--- config.mk ---
export PLATFORM = sky130hd
export DESIGN_NAME = icache_set_scrub
export DESIGN_NICKNAME = d
export VERILOG_FILES = /design/src/rtl/icsc_pkg.sv /design/src/rtl/icsc_tag_check.sv /design/src/rtl/icsc_data_check.sv /design/src/rtl/icache_set_scrub.sv
export SDC_FILE = /design/constraint.sdc
export NUM_CORES = 1
export LEC_CHECK = 0
export BUFFER_PORTS_ARGS = -buffer_cell sky130_fd_sc_hd__buf_4
export CELL_PAD_IN_SITES_DETAIL_PLACEMENT = 0
export CELL_PAD_IN_SITES_GLOBAL_PLACEMENT = 1
export CORE_ASPECT_RATIO = 1.4
export CORE_MARGIN = 8
export CORE_UTILIZATION = 26
export DETAILED_ROUTE_END_ITERATION = 10
export HOLD_SLACK_MARGIN = 0.08
export PLACE_DENSITY = 0.88
export SLEW_MARGIN = 30
export SYNTH_ARGS = -nofsm -noshare
export SYNTH_HDL_FRONTEND = slang
export SYNTH_SLANG_ARGS = --single-unit
--- constraint.sdc ---
create_clock -name clk -period 2.3 [get_ports clk]
set_clock_uncertainty 0.05 [all_clocks]
set_input_delay 0.23 -clock clk [delete_from_list [all_inputs] [get_ports clk]]
set_output_delay 0.23 -clock clk [all_outputs]
set_load 0.02 [all_outputs]
--- src/rtl/icsc_pkg.sv ---
package icsc_pkg;
    typedef enum logic [2:0] {
        ST_IDLE,
        ST_TAG_RD,
        ST_TAG_CHK,
        ST_DATA_RD,
        ST_DATA_CHK,
        ST_DONE
    } icsc_state_e;
endpackage

--- src/rtl/icsc_tag_check.sv ---
module icsc_tag_check #(
    parameter int TAG_HI_W   = 32,
    parameter int TAG_LO_W   = 64,
    parameter int VALID_BIT  = 29,
    parameter int VCOPY_BIT  = 27,
    parameter int PAR_LO_BIT = 10,
    parameter int PAR_HI_BIT = 11,
    parameter int SPLIT      = 24
) (
    input  logic [TAG_HI_W-1:0] tag_hi,
    input  logic [TAG_LO_W-1:0] tag_lo,
    output logic                err_low_grp,
    output logic                err_high_grp,
    output logic                err_valid
);
    logic valid;
    logic low_par;
    logic high_par;

    assign valid = tag_hi[VALID_BIT];

    always_comb begin
        low_par = 1'b0;
        for (int i = 0; i < SPLIT; i++) begin
            if (i != PAR_LO_BIT && i != PAR_HI_BIT) begin
                low_par = low_par ^ tag_lo[i];
            end
        end
    end

    assign high_par     = ^tag_lo[TAG_LO_W-1:SPLIT];
    assign err_low_grp  = valid && (tag_lo[PAR_LO_BIT] != low_par);
    assign err_high_grp = valid && (tag_lo[PAR_HI_BIT] != high_par);
    assign err_valid    = tag_hi[VALID_BIT] != tag_hi[VCOPY_BIT];
endmodule

--- src/rtl/icsc_data_check.sv ---
module icsc_data_check #(
    parameter int DHI_W     = 32,
    parameter int INST_W    = 32,
    parameter int PD_LSB    = 8,
    parameter int PD_PARBIT = 16
) (
    input  logic [DHI_W-1:0]  dat_hi,
    input  logic [INST_W-1:0] ins_a,
    input  logic [INST_W-1:0] ins_b,
    output logic              err_predecode,
    output logic [1:0]        err_inst
);
    localparam int NBYTES = INST_W / 8;

    logic [INST_W-1:0] ins [2];
    assign ins[0] = ins_a;
    assign ins[1] = ins_b;

    assign err_predecode = dat_hi[PD_PARBIT] != (^dat_hi[PD_LSB+7:PD_LSB]);

    for (genvar g = 0; g < 2; g++) begin : g_inst
        localparam int FLD_LSB = (1 - g) * NBYTES;
        logic [NBYTES-1:0] code;
        always_comb begin
            for (int b = 0; b < NBYTES; b++) begin
                code[b] = ^ins[g][b*8 +: 8];
            end
        end
        assign err_inst[g] = code != dat_hi[FLD_LSB +: NBYTES];
    end
endmodule

--- src/rtl/icache_set_scrub.sv ---
module icache_set_scrub
    import icsc_pkg::*;
#(
    parameter int IDX_W     = 13,
    parameter int NUM_WAYS  = 4,
    parameter int NUM_BEATS = 4,
    parameter int BEAT_LSB  = 3,
    parameter int TAG_HI_W  = 32,
    parameter int TAG_LO_W  = 64,
    parameter int DHI_W     = 32,
    parameter int INST_W    = 32
) (
    input  logic                     clk,
    input  logic                     rst_n,
    input  logic                     start_i,
    input  logic [IDX_W-1:0]         set_idx_i,
    input  logic                     data_en_i,
    output logic                     rd_req_o,
    output logic                     rd_kind_o,
    output logic [IDX_W+$clog2(NUM_WAYS)-1:0] rd_addr_o,
    input  logic [TAG_HI_W-1:0]      rd_tag_hi_i,
    input  logic [TAG_LO_W-1:0]      rd_tag_lo_i,
    input  logic [DHI_W-1:0]         rd_dat_hi_i,
    input  logic [INST_W-1:0]        rd_ins_a_i,
    input  logic [INST_W-1:0]        rd_ins_b_i,
    output logic                     busy_o,
    output logic                     done_o,
    output logic                     tag_err_o,
    output logic                     data_err_o,
    output logic [$clog2(NUM_WAYS)-1:0] fail_way_o
);
    localparam int WAY_W  = $clog2(NUM_WAYS);
    localparam int BEAT_W = $clog2(NUM_BEATS);
    localparam int ADDR_W = IDX_W + WAY_W;
    localparam logic [IDX_W-1:0] OFF_MASK = IDX_W'(((1 << BEAT_W) - 1) << BEAT_LSB);

    typedef struct packed {
        icsc_state_e        state;
        logic [WAY_W-1:0]   way;
        logic [BEAT_W-1:0]  beat;
        logic [IDX_W-1:0]   idx;
        logic               den;
        logic               tag_err;
        logic               data_err;
        logic               seen;
        logic [WAY_W-1:0]   fail_way;
    } regs_t;

    regs_t r_d, r_q;

    logic t_lo, t_hi, t_vld, d_pd;
    logic [1:0] d_ins;
    logic tag_fault, data_fault;

    icsc_tag_check #(
        .TAG_HI_W(TAG_HI_W),
        .TAG_LO_W(TAG_LO_W)
    ) i_tag (
        .tag_hi      (rd_tag_hi_i),
        .tag_lo      (rd_tag_lo_i),
        .err_low_grp (t_lo),
        .err_high_grp(t_hi),
        .err_valid   (t_vld)
    );

    icsc_data_check #(
        .DHI_W (DHI_W),
        .INST_W(INST_W)
    ) i_dat (
        .dat_hi       (rd_dat_hi_i),
        .ins_a        (rd_ins_a_i),
        .ins_b        (rd_ins_b_i),
        .err_predecode(d_pd),
        .err_inst     (d_ins)
    );

    assign tag_fault  = t_lo | t_hi | t_vld;
    assign data_fault = d_pd | (|d_ins);

    always_comb begin
        r_d = r_q;
        unique case (r_q.state)
            ST_IDLE: begin
                if (start_i) begin
                    r_d.state    = ST_TAG_RD;
                    r_d.way      = '0;
                    r_d.beat     = '0;
                    r_d.idx      = set_idx_i;
                    r_d.den      = data_en_i;
                    r_d.tag_err  = 1'b0;
                    r_d.data_err = 1'b0;
                    r_d.seen     = 1'b0;
                    r_d.fail_way = '0;
                end
            end
            ST_TAG_RD:  r_d.state = ST_TAG_CHK;
            ST_TAG_CHK: begin
                if (tag_fault) begin
                    r_d.tag_err = 1'b1;
                    if (!r_q.seen) begin
                        r_d.seen     = 1'b1;
                        r_d.fail_way = r_q.way;
                    end
                end
                if (r_q.den) begin
                    r_d.beat  = '0;
                    r_d.state = ST_DATA_RD;
                end else if (r_q.way == WAY_W'(NUM_WAYS - 1)) begin
                    r_d.state = ST_DONE;
                end else begin
                    r_d.way   = r_q.way + 1'b1;
                    r_d.state = ST_TAG_RD;
                end
            end
            ST_DATA_RD: r_d.state = ST_DATA_CHK;
            ST_DATA_CHK: begin
                if (data_fault) begin
                    r_d.data_err = 1'b1;
                    if (!r_q.seen) begin
                        r_d.seen     = 1'b1;
                        r_d.fail_way = r_q.way;
                    end
                end
                if (r_q.beat != BEAT_W'(NUM_BEATS - 1)) begin
                    r_d.beat  = r_q.beat + 1'b1;
                    r_d.state = ST_DATA_RD;
                end else if (r_q.way == WAY_W'(NUM_WAYS - 1)) begin
                    r_d.state = ST_DONE;
                end else begin
                    r_d.way   = r_q.way + 1'b1;
                    r_d.state = ST_TAG_RD;
                end
            end
            ST_DONE: r_d.state = ST_IDLE;
            default: r_d.state = ST_IDLE;
        endcase
    end

    always_ff @(posedge clk or negedge rst_n) begin
        if (!rst_n) begin
            r_q <= '{state: ST_IDLE, default: '0};
        end else begin
            r_q <= r_d;
        end
    end

    always_comb begin
        rd_addr_o = {r_q.way, r_q.idx};
        if (r_q.state == ST_DATA_RD) begin
            rd_addr_o[BEAT_LSB +: BEAT_W] = r_q.beat;
        end
    end

    assign rd_req_o   = (r_q.state == ST_TAG_RD) || (r_q.state == ST_DATA_RD);
    assign rd_kind_o  = (r_q.state == ST_DATA_RD);
    assign busy_o     = (r_q.state != ST_IDLE) && (r_q.state != ST_DONE);
    assign done_o     = (r_q.state == ST_DONE);
    assign tag_err_o  = r_q.tag_err;
    assign data_err_o = r_q.data_err;
    assign fail_way_o = r_q.fail_way;

    assert_index_R1: assert property (@(posedge clk) disable iff (!rst_n)
        rd_req_o |-> ((rd_addr_o[IDX_W-1:0] | OFF_MASK) == (r_q.idx | OFF_MASK)));
    assert_no_data_rd_R5: assert property (@(posedge clk) disable iff (!rst_n)
        (rd_req_o && rd_kind_o) |-> r_q.den);
    assert_single_req_R8: assert property (@(posedge clk) disable iff (!rst_n)
        rd_req_o |=> !rd_req_o);
    assert_done_pulse_R8: assert property (@(posedge clk) disable iff (!rst_n)
        done_o |=> !done_o);
    assert_busy_hold_R9: assert property (@(posedge clk) disable iff (!rst_n)
        busy_o |=> (busy_o || done_o));
    assert_clear_R10: assert property (@(posedge clk) disable iff (!rst_n)
        (start_i && !busy_o && !done_o) |=> (!tag_err_o && !data_err_o));
    assert_sticky_R10: assert property (@(posedge clk) disable iff (!rst_n)
        (busy_o && tag_err_o) |=> tag_err_o);
    assert_first_way_R11: assert property (@(posedge clk) disable iff (!rst_n)
        (busy_o && (tag_err_o || data_err_o)) |=> $stable(fail_way_o));
endmodule

==> out/metrics.cfg, run 1 <==
[status]
status = finished, final reports clean

[power_and_ir_drop]
power_density_nw_per_um2 = 825
vdd_drop_max_v = 0.000497
internal-power_mw = 2.15
p_leak_nw = 2.03
power.share.sequential_pct = 24.3
p_sw_mw = 1.33
power_frac_clock_pct = 12.3
swShare_pct = 38.3
combPwrFrac_pct = 63.4

[drt]
detail_route.first_pass.iterations = 4
drt-initial-drc-count = 63
drc_errors = 0
wl_per_cell_um = 14.1
via_count = 2420
ant_nets = 0
vias_per_cell = 4.24
wl_mm = 8.05

[sta]
finalHoldViolCount = 0
worstMarginPinSlew_ns = 0.365
drv_slew = 0
fmax_mhz = 459
finalCriticalPeriod_ns = 2.18
fin_crit_sh_pct = 94.8
finalSetupViolations = 0
rsz0062_at_grt = no
slew_headroom_pct = 75.5
fin_tns_setup_ns = 0

[die]
fp-row-count = 43
chipWidth_um = 101
pin_count = 232
die_h_um = 134
die_area_um2 = 13500
start_util_pct = 26.5
coreArea_um2 = 9850

[synthesis]
ys_top_cells_by_count = xnor2_1, dfrtp_1, xor2_1, mux2_2, buf_4
async_flop_share_pct = 100
synth.most_common_cell = xnor2_1
synth_cell_types = 33
synth.area.top_cells = xnor2_1, dfrtp_1, xnor3_1
synth_top_area_share_pct = 27.9
yosysWarnings = 0
synth_cells = 258
synth_edf_count = 0
ys_seq_elements = 26
syn_avg_cell_area_um2 = 10.1
synth_fp_nets = 468
yosysSeqAreaShare_pct = 25.0
synth_ff_type = dfrtp_1
netlist_area_um2 = 2600
yosysTopAreaCell = xnor2_1

[hold_path]
holdCritPathClass = in -> reg

[place]
port_buffers = 186
hpwl_mm = 7.08
gp_congestion = 0.831
place_inst = 565
placed_area_um2 = 4090

[critical_path]
worstPathArrival_ns = 2.32
required_ns = 2.44
setup.worst_path.class = in -> reg
worstPathMaxFanout = 4
crit_path_end_kind = flip-flop
cp-start-kind = input pin

[cells_and_area]
antenna_cells = 0
nNetsFinal = 647
final_cell_area_um2 = 4220
syn_to_final_growth_pct = 61.8
fillers = 963
final_util_pct = 42.8
regArea_um2 = 651
drive_gt1_share_pct = 50.2
multiInputGateArea_um2 = 1830
finalNonFillerCells = 571

[grt]
antenna_found_initial = 0
grt_overflow_total = 0
grt_max_degree = 27
track_usage_pct = 11.3
grt_pass1_vias = 2681
grt_pass1_wl_mm = 12.6

[cts]
path_clk_slew_ns = 0.07
cts-buffers-inserted = 3
cts_tree = built
cts.sinks = 26
clk_path_buf_depth = 2
clockRootBuffer = clkbuf_16
clock_latency_ns = 0.26
htree_levels = 1

[flow_run]
cap_viol_max_count = 0

-- critical path: stages --
cell and delay (ns):
buf_4 0.12, xnor2_2 0.14, xnor3_1 0.41, xnor3_1 0.20, xnor3_1 0.25, mux2i_2 0.27, nor3_2 0.06, buf_4 0.14
or3b_1 0.37, a21oi_1 0.15
-- placed cells by master (no fill, tap or decap), types with 2 or more instances in the layout --
cell type,instances
nor3_2,2
o31ai_1,2
inv_1,4
clkbuf_16,3
a21oi_1,5
mux2_2,16
nand2b_1,3
buf_4,194
xor2_1,25
xnor2_1,82
nor2_1,11
nand4_1,2
nand3_1,2
xnor3_1,13
xnor2_2,2
o21ai_0,8
nand2_1,14
o22ai_1,2
or3_1,2
nor3_1,2
dfrtp_1,26
-- metal layers --
| metal | routed length, µm | global-route usage [%] | share of wire [%] | vias up |
|---|---|---|---|---|
| met3 | 824 | 3.89 | 10 | 6 |
| met1 | 2920 | 11.4 | 36 | 1101 |
| met5 | 0 | 0 | 0 | - |
| met4 | 80 | 2.53 | 0.99 | 0 |
| met2 | 4230 | 21.5 | 53 | 127 |
| li1 | - | - | - | 1186 |
-- power by group through the flow --
stage / clock network, mW / logic [mW] / registers, mW
after global routing: 0.455 / 2.40 / 0.885
after floorplan: 0 / 1.56 / 0.811
after global placement: 0 / 2.15 / 0.848
after CTS: 0.440 / 2.20 / 0.851
after detailed placement: 0 / 2.19 / 0.859
final: 0.428 / 2.20 / 0.846
-- kinds of logic (layout without fill, tap and decap cells) --
family	after synthesis	count (layout)	share of synthesized area (%)
buf+inv	25	203	5.76
xor+xnor	122	122	48.2
compound gates	21	21	4.56
simple gates	45	45	8.36
flops	26	26	25.0
fa+ha+maj	1	1	0.480
mux	18	18	7.68
-- final timing paths --
path / startpoint / end / slack (ns) / cells past startpoint
worst max-delay path: rd_tag_lo_i[39] / fail_way_o[1] / 0.12 / 10
worst min-delay path: set_idx_i[7] / rd_addr_o[7] / 0.14 / 2
worst max register to register: r_q[24] / fail_way_o[1] / 0.22 / 7
worst min register to register: rd_addr_o[7] / rd_addr_o[7] / 0.46 / 1
max in group asynchronous: rst_n / tag_err_o / 1.57 / 2
min in group asynchronous: rst_n / rd_addr_o[11] / 0.37 / 2
-- stage by stage --
step / setup WS [ns] / hold WS (ns) / power (mW)
floorplan: 0.0556 / -0.116 / 2.37
global placement: -0.245 / 0.105 / 3.00
detailed placement: -0.318 / 0.110 / 3.05
CTS: 0.118 / 0.143 / 3.49
global route: 0.0000990 / 0.144 / 3.74
finish: 0.120 / 0.145 / 3.48
-- registers in the layout, summed over array words and instances (netlist names) --
| register | cells |
|---|---|
| tag_err_o | 1 |
| fail_way_o | 2 |
| data_err_o | 1 |
| r_q | 9 |
| rd_addr_o | 13 |
-- repair_timing --
item	in CTS	in global routing
hold endpoints to repair	26	0
resized for setup	0	3
hold buffers	1	0
endpoints found under the setup margin	1	1
pin swaps	1	4
setup buffers	0	1
-- area by class of cell --
class                      instances  share of cell area [%]
timing repair buffer             195                    34.8
sequential                        26                    15.4
clock buffer                       4                    2.11
tap                              135                    4.01
inverter                           4                   0.356
multi-input combinational        207                    43.3
(Power assumes the default switching activity.)
==> inputs of run 2 (changes only) <==
--- a/config.mk
+++ b/config.mk
@@ -5,12 +5,13 @@
 export SDC_FILE = /design/constraint.sdc
 export NUM_CORES = 1
 export LEC_CHECK = 0
-export BUFFER_PORTS_ARGS = -buffer_cell sky130_fd_sc_hd__buf_4
+export BUFFER_PORTS_ARGS = -buffer_cell sky130_fd_sc_hd__buf_2
 export CELL_PAD_IN_SITES_DETAIL_PLACEMENT = 0
 export CELL_PAD_IN_SITES_GLOBAL_PLACEMENT = 1
 export CORE_ASPECT_RATIO = 1.4
 export CORE_MARGIN = 8
 export CORE_UTILIZATION = 26
+export CTS_CLUSTER_DIAMETER = 60
 export DETAILED_ROUTE_END_ITERATION = 10
 export HOLD_SLACK_MARGIN = 0.08
 export PLACE_DENSITY = 0.88
==> out/metrics.cfg, run 2 (synthesized netlist as in run 1, its figures left out) <==
[cells_and_area]
syn_to_final_growth_pct = 45.3
fillers = 1024  ; +6.3%
nNetsFinal = 646  ; -0.15%
drive_gt1_share_pct = 50.6  ; +0.35 points
layout_commonest_cell = buf_2
antenna_cells = 0  ; unchanged
final_cell_mix = buf_2, xnor2_1, dfrtp_1, xor2_1, mux2_2
largest_reg_flops = 13  ; unchanged
final_util_pct = 38.4  ; -4.4 points
final_cell_area_um2 = 3780  ; -10%

[critical_path]
critPathSlowestCell = xnor3_1
crit_path_end_kind = flip-flop
path_delay_family = XOR/XNOR gates
crit_buf_inv = 2  ; unchanged
cp_slowest_stage_delay_ns = 0.44  ; +0.03 ns
worstPathArrival_ns = 2.33  ; about the same
worstPathCellList = buf_2 > xnor2_2 > xnor2_1 > xnor3_1 > xnor3_1 > mux2i_2 > nor3_1 > buf_4 > or3b_1 > a21oi_2
setup.worst_path.class = in -> reg
required_ns = 2.44  ; about the same
cp-start-kind = input pin
cp_common_cell = xnor3_1
worstPathMaxFanout = 4  ; unchanged

[power_and_ir_drop]
power_density_nw_per_um2 = 889  ; +7.7%
vdd_drop_max_v = 0.000425  ; -14%
p_leak_nw = 1.89  ; -6.9%

[cts]
clk_path_buf_depth = 2  ; unchanged
cts_tree = built
clock_latency_ns = 0.26  ; about the same
cts-buffers-inserted = 3  ; unchanged
cts.sinks = 26  ; unchanged
clockRootBuffer = clkbuf_16
path_clk_slew_ns = 0.07  ; about the same
htree_levels = 1  ; unchanged

[sta]
fmax_mhz = 456  ; -0.48%
rsz0062_at_grt = yes
fin_ws_ns = 0.109  ; -0.0105 ns
fin_tns_setup_ns = 0  ; unchanged
fin_crit_sh_pct = 95.2  ; +0.46 points
drv_slew = 0  ; unchanged
finalCriticalPeriod_ns = 2.19  ; +0.0105 ns
slew_headroom_pct = 60.9  ; -15 points
finalHoldViolCount = 0  ; unchanged
worstMarginPinSlew_ns = 0.586  ; +0.221 ns
finalSetupViolations = 0  ; unchanged

[die]
start_util_pct = 26.5  ; unchanged
fp-row-count = 43  ; unchanged
coreArea_um2 = 9850  ; unchanged
pin_count = 232  ; unchanged
chipWidth_um = 101  ; unchanged
die_area_um2 = 13500  ; unchanged
die_h_um = 134  ; unchanged

[grt]
grt_overflow_total = 0  ; unchanged
grt_pass1_wl_mm = 12.1  ; -4.3%
track_usage_pct = 10.6  ; -0.70 points
grt_max_degree = 27  ; unchanged
antenna_found_initial = 0  ; unchanged
grt_pass1_vias = 2653  ; -1.0%

[drt]
drc_errors = 0  ; unchanged
drt-initial-drc-count = 81  ; +29%
ant_nets = 0  ; unchanged
wl_per_cell_um = 13.1  ; -7.4%
detail_route.first_pass.iterations = 4  ; unchanged
via_count = 2363  ; -2.4%
vias_per_cell = 4.15  ; -2.2%
wl_mm = 7.44  ; -7.6%

[status]
status = finished, final reports clean

[place]
gp_congestion = 0.879  ; +5.7%
dpl_worst_slack_ns = -0.330  ; -0.0125 ns
placed_area_um2 = 3630  ; -11%
port_buffers = 186  ; unchanged
hpwl_mm = 6.62  ; -6.5%

[hold_path]
holdCritPathClass = in -> reg

[flow_run]
cap_viol_max_count = 0  ; unchanged

[run 2: cell type report]
class / instances / area (µm²) / share of cell area [%]
multi-input cells: 207 / 1840 / 48.6
repair buffers: 194 / 1010 / 26.6
flip-flops and latches: 26 / 651 / 17.2
well taps: 135 / 169 / 4.46
clock buffers: 3 / 75.1 / 1.98
clock inverters: 1 / 30.0 / 0.793
inverters: 4 / 15.0 / 0.397
[run 2: worst paths after layout]
path / slack, ns / to / startpoint / depth (start not counted)
setup / recovery: 0.11 / fail_way_o[1] / rd_tag_lo_i[31] / 10
hold / removal: 0.15 / r_q[10] / set_idx_i[4] / 2
setup reg to reg: 0.37 / fail_way_o[1] / r_q[23] / 7
hold reg to reg: 0.44 / data_err_o / data_err_o / 2
max in group asynchronous: 1.36 / r_q[2] / rst_n / 2
min in group asynchronous: 0.45 / rd_addr_o[9] / rst_n / 2
[run 2: stage by stage]
stage                     instances  power (mW)  hold slack (ns)
after floorplan                 258        2.37           -0.116
after global placement          564        2.81            0.208
after detailed placement        564        2.87            0.223
after CTS                       569        3.38            0.146
after global routing            570        3.63            0.146
final                           570        3.36            0.149
[run 2: per-layer routing]
layer  global-route usage [%]  wire (µm)  part of all wire [%]  vias to the layer above
li1                         -          -                     -                     1190
met2                     18.8       3730                    50                      129
met5                        0          0                     0                        -
met1                     11.3       2770                    37                     1042
met3                     4.67        908                    12                        2
met4                     2.03         40                  0.54                        0
[run 2: what timing repair did]
item | in CTS | in global routing
hold buffers | 1 | 0
pin swaps | 1 | 1
endpoints found under the hold margin | 26 | 0
buffers inserted | 0 | 1
endpoints found under the setup margin | 1 | 1
gates resized for setup | 0 | 5
[run 2: power breakdown]
group / switching, mW / internal [mW]
registers: 0.170 / 0.678
logic: 0.984 / 1.03
clock network: 0.158 / 0.346
total: 1.31 / 2.05
==> inputs of run 3 (changes only) <==
--- a/config.mk
+++ b/config.mk
@@ -10,12 +10,13 @@
 export CELL_PAD_IN_SITES_GLOBAL_PLACEMENT = 1
 export CORE_ASPECT_RATIO = 1.4
 export CORE_MARGIN = 8
-export CORE_UTILIZATION = 26
+export CORE_UTILIZATION = 27
 export CTS_CLUSTER_DIAMETER = 60
 export DETAILED_ROUTE_END_ITERATION = 10
 export HOLD_SLACK_MARGIN = 0.08
-export PLACE_DENSITY = 0.88
+export PLACE_DENSITY = 0.89
 export SLEW_MARGIN = 30
 export SYNTH_ARGS = -nofsm -noshare
 export SYNTH_HDL_FRONTEND = slang
+export SYNTH_HIERARCHICAL = 1
 export SYNTH_SLANG_ARGS = --single-unit
==> out/metrics.cfg, run 3 <==
[status]
status = finished, final reports clean

[critical_path]
worstPathCellList = buf_6 > xnor2_2 > xnor3_1 > xnor3_1 > xnor3_1 > mux2i_1 > nor3_1 > nand3_1 > and3b_2 > mux2_4
setup.worst_path.class = in -> reg
crit_cells = 10  ; unchanged
required_ns = 2.39  ; -0.05 ns
ff2ff_setup_slack_ns = 0.48  ; +0.11 ns
reg2reg_depth = 5  ; -2
cp_common_cell = xnor3_1
path_delay_family = XOR/XNOR gates
worstPathMaxFanout = 3  ; -1
worstPathArrival_ns = 2.38  ; +0.05 ns
critPathSlowestCell = xnor3_1
cp-start-kind = input pin
crit_buf_inv = 1  ; -1
cp_slowest_stage_delay_ns = 0.42  ; -0.02 ns
crit_path_end_kind = flip-flop

[sta]
finalCriticalPeriod_ns = 2.29  ; +0.0978 ns
finalHoldViolCount = 0  ; unchanged
fmax_mhz = 437  ; -4.3%
whs_ns = 0.135  ; -0.0143 ns
fin_ws_ns = 0.0115  ; -0.0978 ns
drv_slew = 0  ; unchanged
fin_tns_setup_ns = 0  ; unchanged
worstMarginPinSlew_ns = 0.606  ; +0.0196 ns
rsz0062_at_grt = yes
slew_headroom_pct = 59.6  ; -1.3 points
finalSetupViolations = 0  ; unchanged
fin_crit_sh_pct = 99.5  ; +4.3 points

[grt]
grt_overflow_total = 0  ; unchanged
grt_pass1_vias = 2687  ; +1.3%
track_usage_pct = 10.8  ; +0.20 points
busiest_layer = met2
grtUsageMet3_pct = 3.50  ; -1.2 points
grt_use_met2_pct = 20.3  ; +1.5 points
grt_max_degree = 27  ; unchanged
antenna_found_initial = 0  ; unchanged
grt_pass1_wl_mm = 12.1  ; +0.28%
grtUsageMet1_pct = 11.4  ; +0.099 points

[synthesis]
synth.area.top_cells = xnor2_1, dfrtp_1, xnor3_1
synth_fp_nets = 464  ; -0.85%
synth_edf_count = 0  ; unchanged
async_flop_share_pct = 100  ; unchanged
syn_avg_cell_area_um2 = 10.5  ; +3.6%
yosysTopAreaCell = xnor2_1
netlist_area_um2 = 2660  ; +2.0%
synth_ff_type = dfrtp_1
synth_cells = 254  ; -1.6%
synth_cell_types = 36  ; +9.1%
ys_top_cells_by_count = xnor2_1, dfrtp_1, xor2_1, mux2_2, buf_4
yosysWarnings = 6  ; +6
synth.most_common_cell = xnor2_1
synth_top_area_share_pct = 27.0  ; -0.87 points
ys_seq_elements = 26  ; unchanged
yosysSeqAreaShare_pct = 24.5  ; -0.48 points

[hold_path]
holdPathStages = 3  ; +1
holdCritPathClass = in -> reg

[drt]
drc_errors = 0  ; unchanged
drt-initial-drc-count = 33  ; -59%
wl_mm = 7.59  ; +2.0%
via_count = 2353  ; -0.42%
detail_route.first_pass.iterations = 4  ; unchanged
vias_per_cell = 4.15  ; +0.10%
wl_per_cell_um = 13.4  ; +2.5%
ant_nets = 0  ; unchanged

[die]
fp-row-count = 43  ; unchanged
die_h_um = 133  ; -0.80%
pin_count = 232  ; unchanged
chipWidth_um = 99.8  ; -0.76%
die_area_um2 = 13300  ; -1.6%
coreArea_um2 = 9740  ; -1.1%
start_util_pct = 27.3  ; +0.82 points

[cts]
clockRootBuffer = clkbuf_16
cts.sinks = 26  ; unchanged
path_clk_slew_ns = 0.07  ; about the same
cts-buffers-inserted = 3  ; unchanged
cts_tree = built
clk_path_buf_depth = 2  ; unchanged
htree_levels = 1  ; unchanged
clock_latency_ns = 0.26  ; about the same

[cells_and_area]
layout_commonest_cell = buf_2
nNetsFinal = 643  ; -0.46%
drive_gt1_share_pct = 51.9  ; +1.3 points
antenna_cells = 0  ; unchanged
largest_reg_flops = 13  ; unchanged
final_cell_area_um2 = 3820  ; +1.1%
syn_to_final_growth_pct = 44.0
final_cell_mix = buf_2, xnor2_1, dfrtp_1, xor2_1, mux2_2

[place]
port_buffers = 186  ; unchanged
gp_congestion = 0.833  ; -5.2%
placed_area_um2 = 3670  ; +1.1%
hpwl_mm = 6.63  ; +0.17%
dpl_worst_slack_ns = -0.325  ; +0.00532 ns

[power_and_ir_drop]
p_leak_nw = 1.90  ; +0.70%
power_density_nw_per_um2 = 872  ; -1.9%
vdd_drop_max_v = 0.000356  ; -16%
power_mw = 3.34  ; -0.88%

[flow_run]
cap_viol_max_count = 0  ; unchanged

==> run 3: changes by cell type in the layout (fill, tap and decap cells not counted), moves of 2 or more <==
cell,previous run,this run
o21ai_0,8,3
nand2_1,14,5
nor2_1,11,9
mux2i_1,1,5
inv_1,4,10
mux2_2,16,18
buf_2,186,184
buf_4,6,8
a21oi_1,4,2
buf_6,0,2
o31ai_1,2,0
==> run 3: final timing paths <==
| kind | startpoint | end |
|---|---|---|
| max in group asynchronous | rst_n | rd_addr_o[14] |
| setup reg to reg | r_q[23] | fail_way_o[0] |
| min in group asynchronous | rst_n | rd_addr_o[6] |
| setup / recovery | rd_tag_lo_i[43] | fail_way_o[0] |
| hold / removal | data_en_i | r_q[5] |
| hold reg to reg | r_q[2] | r_q[2] |
==> run 3: final cells by class <==
| class | instances | area [µm²] |
|---|---|---|
| timing repair buffer | 195 | 1010 |
| multi-input combinational | 197 | 1850 |
| sequential | 26 | 651 |
| clock buffer | 3 | 75.1 |
| fill | 959 | 5910 |
| clock inverter | 1 | 30.0 |
| inverter | 10 | 37.5 |
| tap | 135 | 169 |
==> run 3: routing by layer <==
| layer | wire length, µm | vias to the layer above |
|---|---|---|
| li1 | - | 1176 |
| met1 | 2900 | 1055 |
| met2 | 3970 | 119 |
| met3 | 708 | 3 |
| met4 | 15 | 0 |
| met5 | 0 | - |
==> run 3: logic make-up after synthesis <==
kind of cell / share of synthesized area [%]
flip-flops: 24.5
buffers and inverters: 6.64
multiplexers: 10.1
AND/OR/NAND/NOR: 7.49
XOR/XNOR: 47.2
adder cells (fa/ha/maj): 0.471
AO/OA/AOI/OAI: 3.58
==> run 3: where the power goes <==
group / internal, mW / total, mW / switching [mW]
Sequential: 0.664 / 0.810 / 0.145
Clock: 0.346 / 0.507 / 0.161
Combinational: 1.04 / 2.02 / 0.980
==> run 3: what timing repair did <==
item                                   in CTS  in global routing
buffers inserted                            2                  0
gates resized for setup                     2                  3
setup endpoints to repair                   2                  4
gates cloned                                0                  0
hold buffers                                1                  0
pin swaps                                   4                  2
endpoints found under the hold margin      26                  0
==> run 3: through the flow <==
step / util, % / instances
finish: 39.3 / 567
detailed placement: 37.7 / 561
CTS: 39.2 / 568
global placement: 37.7 / 561
global route: 39.3 / 567
floorplan: - / 254
==> run 3: worst register-to-register path, cell delays in order, from the launching register on <==
cell     delay, ns
dfrtp_1       0.45
buf_4         0.20
nor2_1        0.25
nand3_1       0.21
and3b_2       0.26
mux2_4        0.29
